[config.mk]
export PLATFORM = sky130hd
export DESIGN_NAME = bko_seq
export DESIGN_NICKNAME = d
export VERILOG_FILES = /design/src/rtl/bko_pkg.sv /design/src/rtl/bko_beat_ctr.sv /design/src/rtl/bko_lock_trk.sv /design/src/rtl/bko_seq.sv
export SDC_FILE = /design/constraint.sdc
export NUM_CORES = 1
export LEC_CHECK = 0
export BUFFER_PORTS_ARGS = -buffer_cell sky130_fd_sc_hd__buf_2
export CAP_MARGIN = 10
export CORE_AREA = 2 2 117 73
export DETAILED_ROUTE_END_ITERATION = 6
export DIE_AREA = 0 0 119 75
export GPL_TIMING_DRIVEN = 0
export PLACE_DENSITY = 0.62
export SYNTH_ARGS = -nofsm -noshare
export SYNTH_HDL_FRONTEND = slang
export SYNTH_HIERARCHICAL = 1
export SYNTH_SLANG_ARGS = --single-unit
[constraint.sdc]
create_clock -name clk -period 2 [get_ports clk]
set_input_delay 0.4 -clock clk [delete_from_list [all_inputs] [get_ports clk]]
set_output_delay 0.4 -clock clk [all_outputs]
set_load 0.005 [all_outputs]
[src/rtl/bko_pkg.sv]
package bko_pkg;

    typedef enum logic [1:0] {
        ST_IDLE,
        ST_ADDR,
        ST_DATA,
        ST_BOFF
    } bus_st_e;

    // beats a cycle needs for a given burst flag
    function automatic int unsigned beats_of(input logic burst, input int unsigned blen);
        return burst ? blen : 1;
    endfunction

endpackage

[src/rtl/bko_beat_ctr.sv]
module bko_beat_ctr
    import bko_pkg::*;
#(
    parameter int unsigned BEATS = 4
) (
    input  logic clk,
    input  logic rst,
    input  logic in_data,
    input  logic take,
    input  logic burst,
    output logic final_beat
);
    localparam int unsigned CW = $clog2(BEATS + 1);

    logic [CW-1:0] cnt;
    logic [CW-1:0] need;

    assign need       = CW'(beats_of(burst, BEATS));
    assign final_beat = take && (cnt == need - CW'(1));

    // count is zero outside data clocks, so an abort restarts the cycle at beat 0
    always_ff @(posedge clk) begin
        if (rst || !in_data)
            cnt <= '0;
        else if (take)
            cnt <= final_beat ? '0 : cnt + CW'(1);
    end

    a_r2_beat_bound: assert property (@(posedge clk) disable iff (rst)
        cnt < need);

    a_r6_restart_zero: assert property (@(posedge clk) disable iff (rst)
        !in_data |=> (cnt == '0));

endmodule

[src/rtl/bko_lock_trk.sv]
module bko_lock_trk (
    input  logic clk,
    input  logic rst,
    input  logic start_locked,
    input  logic end_locked,
    output logic lock_o
);
    logic lock_q;

    always_ff @(posedge clk) begin
        if (rst)
            lock_q <= 1'b0;
        else if (end_locked)
            lock_q <= 1'b0;
        else if (start_locked)
            lock_q <= 1'b1;
    end

    assign lock_o = lock_q || start_locked;

    a_r9_lock_drop: assert property (@(posedge clk) disable iff (rst)
        end_locked |=> !lock_o || start_locked);

endmodule

[src/rtl/bko_seq.sv]
module bko_seq
    import bko_pkg::*;
#(
    parameter int unsigned AW        = 32,
    parameter int unsigned BURST_LEN = 4
) (
    input  logic          clk,
    input  logic          rst,
    input  logic          req_valid,
    input  logic [AW-1:0] req_addr,
    input  logic          req_write,
    input  logic          req_burst,
    input  logic          req_lock,
    input  logic          req_lock_end,
    output logic          req_ready,
    output logic          core_done,
    input  logic          wb_pend,
    input  logic [AW-1:0] wb_addr,
    output logic          wb_done,
    output logic          bus_ads,
    output logic [AW-1:0] bus_addr,
    output logic          bus_write,
    output logic          bus_burst,
    output logic          bus_lock,
    input  logic          bus_rdy,
    input  logic          bus_boff,
    output logic          bus_req,
    output logic          bus_float
);
    typedef struct packed {
        logic [AW-1:0] addr;
        logic          write;
        logic          burst;
        logic          lock;
        logic          lock_end;
    } cyc_t;

    bus_st_e state;
    cyc_t    cur;
    logic    cur_valid;
    logic    on_wb;

    logic    can_launch;
    logic    have_work;
    logic    take;
    logic    final_beat;
    logic    lock_start;
    logic    lock_end;

    assign have_work  = wb_pend || cur_valid || req_valid;
    assign can_launch = !bus_boff && (state == ST_IDLE || state == ST_BOFF);
    assign req_ready  = can_launch && !wb_pend && !cur_valid;

    assign take       = (state == ST_DATA) && bus_rdy && !bus_boff;
    assign core_done  = final_beat && !on_wb;
    assign wb_done    = final_beat && on_wb;

    assign bus_ads    = (state == ST_ADDR);
    assign bus_float  = (state == ST_BOFF);
    assign bus_req    = have_work;
    assign bus_addr   = on_wb ? wb_addr : cur.addr;
    assign bus_write  = on_wb ? 1'b1    : cur.write;
    assign bus_burst  = on_wb ? 1'b1    : cur.burst;

    assign lock_start = (state == ST_ADDR) && !on_wb && cur.lock;
    assign lock_end   = core_done && cur.lock_end;

    always_ff @(posedge clk) begin
        if (rst) begin
            state     <= ST_IDLE;
            cur       <= '0;
            cur_valid <= 1'b0;
            on_wb     <= 1'b0;
        end else begin
            unique case (state)
                ST_IDLE, ST_BOFF: begin
                    if (bus_boff) begin
                        state <= ST_BOFF;
                    end else if (have_work) begin
                        state <= ST_ADDR;
                        on_wb <= wb_pend;
                        if (req_ready && req_valid) begin
                            cur       <= '{addr: req_addr, write: req_write, burst: req_burst,
                                           lock: req_lock, lock_end: req_lock_end};
                            cur_valid <= 1'b1;
                        end
                    end else begin
                        state <= ST_IDLE;
                    end
                end
                ST_ADDR: begin
                    state <= bus_boff ? ST_BOFF : ST_DATA;
                end
                ST_DATA: begin
                    if (bus_boff) begin
                        state <= ST_BOFF;
                    end else if (final_beat) begin
                        state <= ST_IDLE;
                        if (on_wb)
                            on_wb <= 1'b0;
                        else
                            cur_valid <= 1'b0;
                    end
                end
                default: state <= ST_IDLE;
            endcase
        end
    end

    bko_beat_ctr #(.BEATS(BURST_LEN)) u_beats (
        .clk        (clk),
        .rst        (rst),
        .in_data    (state == ST_DATA),
        .take       (take),
        .burst      (bus_burst),
        .final_beat (final_beat)
    );

    bko_lock_trk u_lock (
        .clk          (clk),
        .rst          (rst),
        .start_locked (lock_start),
        .end_locked   (lock_end),
        .lock_o       (bus_lock)
    );

    a_r3_float_next: assert property (@(posedge clk) disable iff (rst)
        bus_boff |=> bus_float && !bus_ads);

    a_r4_rdy_ignored: assert property (@(posedge clk) disable iff (rst)
        bus_boff |-> !core_done && !wb_done);

    a_r5_req_held: assert property (@(posedge clk) disable iff (rst)
        (bus_float && cur_valid) |-> bus_req);

    a_r6_replay_now: assert property (@(posedge clk) disable iff (rst)
        (bus_float && !bus_boff && cur_valid && !wb_pend) |=>
            (bus_ads && bus_addr == $past(cur.addr)));

    a_r7_wb_first: assert property (@(posedge clk) disable iff (rst)
        (bus_float && !bus_boff && wb_pend) |=>
            (bus_ads && bus_write && bus_burst && bus_addr == $past(wb_addr)));

    a_r8_dead_clock: assert property (@(posedge clk) disable iff (rst)
        (core_done || wb_done) |=> !bus_ads);

    a_r9_lock_kept: assert property (@(posedge clk) disable iff (rst)
        (bus_lock && !lock_end) |=> bus_lock);

    a_r10_accept_gate: assert property (@(posedge clk) disable iff (rst)
        req_ready |-> !bus_boff && !wb_pend && !bus_ads);

endmodule

# Yosys cells after proc, flatten, opt, wreduce, memory -nomap -nowiden
# Index checks and enable logic that the tools add are counted.
# Widths: inputs -> output; s select.
dict set report classes {
  n_addsub 2
  n_eq_ne 11
  muxes 23
  bitwise 1
  n_reduce_logical 29
}
# op count
set op_table {}
lappend op_table {{$mux 32} 1}
lappend op_table {{$mux 1} 14}
lappend op_table {{$logic_and 1x1->1} 12}
lappend op_table {{$ne 2x2->1 const B} 6}
lappend op_table {{$reduce_and 7->1} 1}
lappend op_table {{$mux 2} 3}
lappend op_table {{$mux 3} 2}
lappend op_table {{$pmux 2 s3} 1}
lappend op_table {{$logic_not 1->1} 5}
lappend op_table {{$logic_or 1x1->1} 5}
lappend op_table {{$reduce_and 5->1} 1}
lappend op_table {{$eq 2x2->1 const B} 2}
lappend op_table {{$pmux 1 s2} 2}
lappend op_table {{$reduce_and 4->1} 1}
lappend op_table {{$reduce_or 2->1} 2}
lappend op_table {{$add 3x1->3 const B} 1}
lappend op_table {{$eq 3x3->1} 1}
lappend op_table {{$ne 3x3->1 const B} 1}
lappend op_table {{$sub 3x1->3 const B} 1}
lappend op_table {{$eq 2x1->1 const B} 1}
lappend op_table {{$logic_not 2->1} 1}
lappend op_table {{$reduce_bool 2->1} 1}
lappend op_table {{$not 1->1} 1}
dict set report word_totals {
  regBits 44
  output_inout_bits 41
  word_cells 76
}

# Depth between registers and ports, before layout
# Gate-level depths: netlist of run 1.
dict set report logic_depth {
  depth_word 10
  ltp_mapped 9
}

# Hierarchy
# Netlist of run 1, hierarchy kept.
# mod instances cells_per_inst area_each_um2
set by_module_without_submodules {}
lappend by_module_without_submodules {bko_seq 1 244 2104.5}
lappend by_module_without_submodules {bko_beat_ctr 1 15 168.9}
lappend by_module_without_submodules {bko_lock_trk 1 3 33.8}

# Worst setup path after synthesis of run 1
# No wires, ideal clock.
dict set report synth_path {
  kind {register -> output}
  start {register on_wb}
  end {output port core_done}
  arrival_time_ns 1.842
  required_ns 1.600
  setup_slack_ns -0.242
  path_stages_with_launch 7
  path_cell_list {dfxtp_1 > buf_1 > clkbuf_1 > or2_2 > or3_4 > a21oi_4 > nor2b_1}
}
dict set report synth_via {
  elab_chain_len 6
  elab_cells_between_ends 7
  classes_between {add/sub: 1; eq/ne: 1; mux: 2; reduce/logical: 3}
}
# item line
set synth_lines {}
lappend synth_lines {{start: declaration} bko_seq.sv:41} ;# logic on_wb;
lappend synth_lines {{start signal: assignment} bko_seq.sv:81} ;# on_wb <= wb_pend;
lappend synth_lines {{$mux 1} bko_seq.sv:63} ;# assign bus_burst = on_wb ? 1'b1 : cur.burst;
lappend synth_lines {{net bus_burst} bko_seq.sv:23} ;# output logic bus_burst,
lappend synth_lines {{$mux 3} bko_pkg.sv:12} ;# return burst ? blen : 1;
lappend synth_lines {{$sub 3x1->3} bko_beat_ctr.sv:19} ;# assign final_beat = take && (cnt == need - CW'(1));
lappend synth_lines {{$eq 3x3->1} bko_beat_ctr.sv:19}
lappend synth_lines {{$logic_and 1x1->1} bko_beat_ctr.sv:19}
lappend synth_lines {{net final_beat} bko_seq.sv:46} ;# logic final_beat;
lappend synth_lines {{$logic_and 1x1->1} bko_seq.sv:55} ;# assign core_done = final_beat && !on_wb;
lappend synth_lines {{end: declaration} bko_seq.sv:16} ;# output logic core_done,
# The timed path passes the listed nets, and every way through them passes these cells.

# Final worst setup path of run 1
dict set report layout_path {
  start {register state[0]}
  end {output port req_ready}
}
dict set report layout_via {
  elab_chain_len 5
  elab_cells_between_ends 6
  classes_between {eq/ne: 1; reduce/logical: 5}
}
# item line
set layout_lines {}
lappend layout_lines {{start: declaration} bko_seq.sv:38} ;# bus_st_e state;
lappend layout_lines {{start signal: assignment} bko_seq.sv:92} ;# state <= bus_boff ? ST_BOFF : ST_DATA;
lappend layout_lines {{$eq 2x2->1 or $logic_not 2->1 (tied branches)} bko_seq.sv:51} ;# assign can_launch = !bus_boff && (state == ST_IDLE || state == ST_BOFF);
lappend layout_lines {{$logic_or 1x1->1 *} bko_seq.sv:51}
lappend layout_lines {{$logic_and 1x1->1 *} bko_seq.sv:51}
lappend layout_lines {{$logic_and 1x1->1 * (2 in a row)} bko_seq.sv:52} ;# assign req_ready = can_launch && !wb_pend && !cur_valid;
lappend layout_lines {{end: declaration} bko_seq.sv:15} ;# output logic req_ready,
# Mark *: on every way between the ends. The rest lies on a longest branch, timed or not.

==> summary.txt, run 1 <==
Outcome
  • Status: complete, but fails checks
  • Failing checks: negative setup slack

Synthesis
  • Sequential share of the synthesized area: 38.2%
  • Fraction of registers with async set/reset: 0%
  • Number of flops mapped to enable cells by yosys: 0
  • Post-Syn Instances: 262
  • Netlist cell types: 38
  • Post-Syn Area: 2310 µm²
  • Yosys Warn Count: 6
  • Post-synthesis register bit count: 44
  • Synthesized area per cell: 8.81 µm²
  • Most common flop cell mapped by yosys: dfxtp_1
  • Post-synth net total: 340

Drt
  • DR iter-0 viols: 142
  • Antenna-violating nets left: 0
  • First drt pass iteration count: 4
  • DRC viols: 0
  • Met1 Wirelength: 3.67 mm
  • Post-Route WL: 7.47 mm
  • Met2 WL: 3.28 mm
  • Met3 WL: 477 µm
  • DR WL/cell: 14.7 µm
  • Highest Signal Layer: met4
  • Via count: 2467
  • Vias per cell: 4.86

Clocking
  • Clock root buffer: clkbuf_16
  • Clk Latency, worst-skew pair: 280 ps
  • Clk slew on worst S/H paths: 60 ps
  • # clock sinks: 44
  • Total number of H-tree levels: 2
  • Total CTS buffers: 5
  • Clock buffer depth: 2
  • CTS tree: done

Critical path
  • Reg2reg end: state[0]
  • Worst Reg-to-Reg Cells: 9
  • Crit-path leading delay family: simple AND/OR/NAND/NOR gates
  • Worst-path cell chain: inv_2 > ha_4 > or4b_4 > inv_2 > buf_6 > buf_8 > buf_6
  • Kind of end point of the critical path: output pin
  • CP max stage cell: or4b_4
  • Startpoint Class: flip-flop
  • Critical path class: reg2out
  • R2R Path Start: on_wb
  • CP Data Required Time: 1600 ps
  • Stages on the worst setup path: 7
  • Worst Path Arrival: 1760 ps
  • Crit path buf inv count: 5
  • Critical Path Max Stage Delay: 470 ps
  • Largest fanout on the critical path: 2
  • R2R setup slack: 50 ps

Power
  • P_leak: 1.52 nW
  • VDD IR max: 0.000388 V
  • Final Total Pwr: 0.00319 W
  • Power per cell area: 941 nW/µm²

Timing
  • Post-route minimum period: 2160 ps
  • Hold Vio Cnt, Final: 0
  • Slew headroom: 65.0%
  • RSZ-0062 raised after global routing: yes
  • Endpoints failing setup: 3
  • Max Slew Vio Count: 0
  • Layout Skew: 1.95 ps
  • Fin Hold WS: 368 ps
  • Final WS setup: -156 ps
  • Fmax: 0.464 GHz
  • Setup_tns: -414 ps
  • Period utilisation layout: 108%
  • Worst-Margin Slew: 525 ps

Floorplan
  • Core area: 7790 µm²
  • Initial core utilization: 29.6%
  • Die area: 8930 µm²
  • Die height: 75 µm
  • I/O pin cnt: 115
  • Width of the die: 119 µm
  • # rows: 25

Finish
  • Filler cells: 789
  • Nets: 477
  • Area Growth Syn to Fin: 46.7%
  • Most common cell after layout, fill and taps aside: buf_2
  • Diodes inserted: 0
  • Multi-input gate area: 1310 µm²
  • Util after Layout: 43.5%
  • Finished layout cell area: 3380 µm²
  • Layout cells sized above 1: 51.2%
  • Most frequent cells in the layout: buf_2, dfxtp_1, a21oi_1, nand3_1, mux2_2
  • Storage cell area: 887 µm²

Hold path
  • Hold WC Path Type: in2reg
  • Hold Path Stages: 3
  • Hold worst-path end: cur[5]
  • Hold Crit Start: req_addr[1]

Job
  • Max Cap Viol: 0

Global route
  • Largest net degree at the start of global routing: 14
  • First-pass GRT wire length: 11.7 mm
  • Vias in the first global route: 2350
  • Antenna violations before repair: 0
  • GR Overflow Total: 0
  • GRT Overall Usage: 16.7%

Placed design
  • Post-DP Area: 3050 µm²
  • Port-buffer cells: 114
  • DP HPWL: 5.21 mm
  • Routability cong.: 0.770
-- registers in the layout (all words and copies together) (netlist names) --
register and cells:
cur_valid 1, u_beats/cnt 3, u_lock/lock_q 1, on_wb 1, state 2, cur 36
-- timing repair --
| item | CTS | global route |
|---|---|---|
| setup endpoints to repair | 58 | 38 |
| pin swaps | 3 | 3 |
| resized for setup | 19 | 4 |
| cloned | 0 | 0 |
| setup buffers | 17 | 2 |
| hold buffers | 0 | 0 |
-- worst min-delay path: stages --
cell and delay [ps]:
buf_2 100, nand3_1 50, a21oi_1 50
-- Yosys cell counts, types with 2 or more instances --
cell	instances	area [µm²]
a21oi_1	39	195
a31oi_1	2	12.5
and2_1	2	12.5
buf_1	3	11.3
buf_2	6	30.0
buf_6	5	56.3
clkbuf_1	11	41.3
dfxtp_1	44	881
ha_1	4	50.1
inv_1	5	18.8
mux2_2	32	360
mux2i_1	2	20.0
nand2_1	3	11.3
nand2b_1	2	12.5
nand3_1	37	185
nor2b_1	2	12.5
nor3_1	2	10.0
nor4b_1	3	26.3
o21ai_0	9	45.0
o21ai_1	30	150
or2_2	2	12.5
-- power breakdown --
group	internal, W	switching [W]
clock	0.000493	0.000331
sequential	0.000961	0.0000526
combinational	0.000718	0.000631
total	0.00217	0.00101
-- cell families (layout without fill, tap and decap cells) --
group                    after synthesis  in the layout  synth area share (%)
adder cells (fa/ha/maj)                4              4                  2.17
flip-flops                            44             44                  38.2
multiplexers                          34             34                  16.5
AND/OR/NAND/NOR                       64             64                  16.4
buffers and inverters                 31            169                  7.16
XOR/XNOR                               2              2                 0.759
AO/OA/AOI/OAI                         83             83                  18.8
-- final cells by class --
class | count | area share [%]
plain buffers | 23 | 4.51
clock buffers | 6 | 4.10
clock inverters | 2 | 0.296
inverters | 5 | 0.555
multi-input cells | 187 | 38.7
flip-flops and latches | 44 | 26.2
well taps | 108 | 3.99
repair buffers | 133 | 21.6
-- per-layer routing --
layer	up-vias	GRT usage [%]
li1	1220	-
met1	1138	23.0
met2	104	27.3
met3	5	3.79
met4	0	3.31
met5	-	0
-- metrics by stage --
step           worst slack [ps]  std cells
2_1_floorplan            -0.714        262
3_3_place_gp               -282        484
3_5_place_dp               -300        484
4_1_cts                    -217        507
5_1_grt                    -224        508
6_report                   -156        508
-- worst max path at each step --
stage	startpoint	to	slack, ps
final	state[0]	req_ready	-160
after global routing	on_wb	core_done	-220
after CTS	state[0]	req_ready	-220
after detailed placement	on_wb	core_done	-300
after global placement	on_wb	core_done	-280
after floorplan	state[0]	state[0]	-0.7
Power figures use the tool's default switching activity.
==> inputs of run 2 (changes only) <==
CORE_AREA = 2 2 111 70   (was 2 2 117 73)
DIE_AREA = 0 0 113 72   (was 0 0 119 75)
PLACE_DENSITY = 0.63   (was 0.62)
SYNTH_HIERARCHICAL = unset   (was 1)
==> summary.txt, run 2 <==
Outcome
  • Status: complete, but fails checks
  • Failing checks: design-rule violations, negative setup slack

Clocking
  • CTS tree: done
  • Clock buffer depth: 2
  • Total CTS buffers: 5
  • Clk slew on worst S/H paths: 60 ps
  • Total number of H-tree levels: 2
  • Clk Latency, worst-skew pair: 280 ps
  • # clock sinks: 44
  • Hold-fix buffers, CTS: 0
  • Clock root buffer: clkbuf_16

Timing
  • Hold Vio Cnt, Final: 0
  • Period utilisation layout: 113%
  • Worst-Margin Slew: 519 ps
  • RSZ-0062 raised after global routing: yes
  • Final WS setup: -263 ps
  • Setup_tns: -481 ps
  • Fmax: 0.442 GHz
  • Endpoints failing setup: 3
  • Slew headroom: 65.4%
  • Max Slew Vio Count: 0
  • Layout Skew: 3.97 ps
  • Post-route minimum period: 2260 ps

Synthesis
  • Post-Syn Area: 2100 µm²
  • Cell with the most instances after synthesis: nand2_1
  • Post-synthesis register bit count: 44
  • Fraction of registers with async set/reset: 0%
  • Post-Syn Instances: 256
  • Yosys top cell by area: dfxtp_1
  • Post-synth top area share: 42.0%
  • Top cells by count, synth: nand2_1, dfxtp_1, a21oi_1, mux2_2
  • Yosys Warn Count: 0
  • Sequential share of the synthesized area: 42.0%
  • Synthesized area per cell: 8.19 µm²
  • Post-synth net total: 334
  • Top post-synthesis cells by area: dfxtp_1, mux2_2, nand2_1, a21oi_1, ha_1
  • Number of flops mapped to enable cells by yosys: 0
  • Most common flop cell mapped by yosys: dfxtp_1
  • Netlist cell types: 27

Critical path
  • CP Data Required Time: 1600 ps
  • Worst Path Arrival: 1860 ps
  • CP max stage cell: or4_4
  • Worst-path cell chain: or4_4 > a2111o_1 > nor2_2 > buf_2
  • Crit-path leading delay family: simple AND/OR/NAND/NOR gates
  • Startpoint Class: flip-flop
  • Critical Path Max Stage Delay: 520 ps
  • Kind of end point of the critical path: output pin
  • Critical path class: reg2out
  • Crit path buf inv count: 1
  • Largest fanout on the critical path: 4

Placed design
  • Cells after DPL: 459
  • Port-buffer cells: 112
  • Routability cong.: 0.828
  • DP HPWL: 4.66 mm
  • Placement Setup Slack: -347 ps
  • Post-DP Area: 2770 µm²

Drt
  • Antenna-violating nets left: 0
  • First drt pass iteration count: 6
  • DR iter-0 viols: 94
  • Vias per cell: 4.67
  • Via count: 2195
  • Post-Route WL: 6.22 mm
  • DRC viols: 7
  • DR WL/cell: 13.2 µm

Power
  • VDD IR max: 0.000340 V
  • Power per cell area: 932 nW/µm²
  • P_leak: 1.41 nW
  • Final Total Pwr: 0.00284 W

Finish
  • Max reg flops: 36
  • Final Non-Filler Cells: 470
  • Most common cell after layout, fill and taps aside: buf_2
  • Area Growth Syn to Fin: 45.6%
  • Nets: 457
  • Biggest regs: cur (36), u_beats.cnt (3), state (2)
  • Diodes inserted: 0
  • Finished layout cell area: 3050 µm²
  • Most frequent cells in the layout: buf_2, nand2_1, dfxtp_1, a21oi_1, mux2_2
  • Layout cells sized above 1: 47.2%
  • Biggest register: cur

Floorplan
  • Die height: 72 µm
  • Width of the die: 113 µm
  • Core area: 7090 µm²
  • Initial core utilization: 29.6%
  • I/O pin cnt: 115
  • Die area: 8140 µm²
  • # rows: 24

Hold path
  • Hold WC Path Type: in2reg

Global route
  • Antenna violations before repair: 0
  • First-pass GRT wire length: 9.63 mm
  • GR Overflow Total: 0
  • GRT Overall Usage: 15.0%
  • Largest net degree at the start of global routing: 13
  • Vias in the first global route: 2019

Job
  • Max Cap Viol: 0
[run 2: changes by cell type in the layout (fill, tap and decap cells not counted), moves of 3 or more]
cell / delta
nor4b_1: -3
clkbuf_1: -3
buf_4: -10
buf_8: -4
inv_1: +3
nand3_1: -34
nand2_1: +76
nor2_1: +6
o21ai_1: -30
o21ai_0: -9
buf_2: -7
[run 2: where the power goes]
group	total (W)	switching [W]	internal, W
Clock	0.000837	0.000313	0.000524
Combinational	0.00100	0.000481	0.000520
Sequential	0.00101	0.0000538	0.000954
Total	0.00284	0.000847	0.00200
[run 2: final timing paths]
kind                                  start   endpoint  slack [ps]  cells past startpoint
worst max-delay path                  on_wb  core_done        -260                      4
worst min-delay path            req_addr[9]    cur[13]         360                      3
worst max register to register        on_wb   state[0]         -20                      5
worst min register to register      cur[27]    cur[27]         450                      2
[run 2: stage by stage]
| stage | hold WS [ps] | util (%) |
|---|---|---|
| 2_1_floorplan | 417 | - |
| 3_3_place_gp | 430 | 39.1 |
| 3_5_place_dp | 439 | 39.1 |
| 4_1_cts | 347 | 43.1 |
| 5_1_grt | 350 | 43.1 |
| 6_report | 356 | 43.1 |
[run 2: worst register-to-register path, stage by stage, from the launching register on]
cell and delay (ps):
dfxtp_2 330, or4_4 520, a2111o_1 450, buf_4 190, a222oi_1 320, a311oi_1 80
[run 2: kinds of logic after synthesis]
family                     synth area share (%)
AOI/OAI and AO/OA                          14.1
adders and majority gates                  2.39
muxes                                      17.2
DFF                                        42.0
buffers and inverters                      4.36
and+or+nand+nor                            20.0
[run 2: routing by layer]
layer	vias to the layer above	GRT usage (%)	part of all wire, %
li1	1115	-	-
met1	980	19.9	47
met2	96	23.6	44
met3	4	4.85	8.8
met4	0	4.34	0.55
met5	-	0	0
[run 2: what timing repair did]
item | in CTS | in global routing
setup endpoints to repair | 68 | 53
gates resized for setup | 24 | 14
buffers inserted | 8 | 1
pin swaps | 6 | 3
[run 2: layout make-up]
| cell class | count | area [µm²] |
|---|---|---|
| Tap cell | 91 | 114 |
| Buffer | 17 | 106 |
| Multi-Input combinational cell | 189 | 1180 |
| Clock buffer | 7 | 153 |
| Inverter | 6 | 22.5 |
| Fill cell | 707 | 4030 |
| Sequential cell | 44 | 885 |
| Timing Repair Buffer | 116 | 594 |
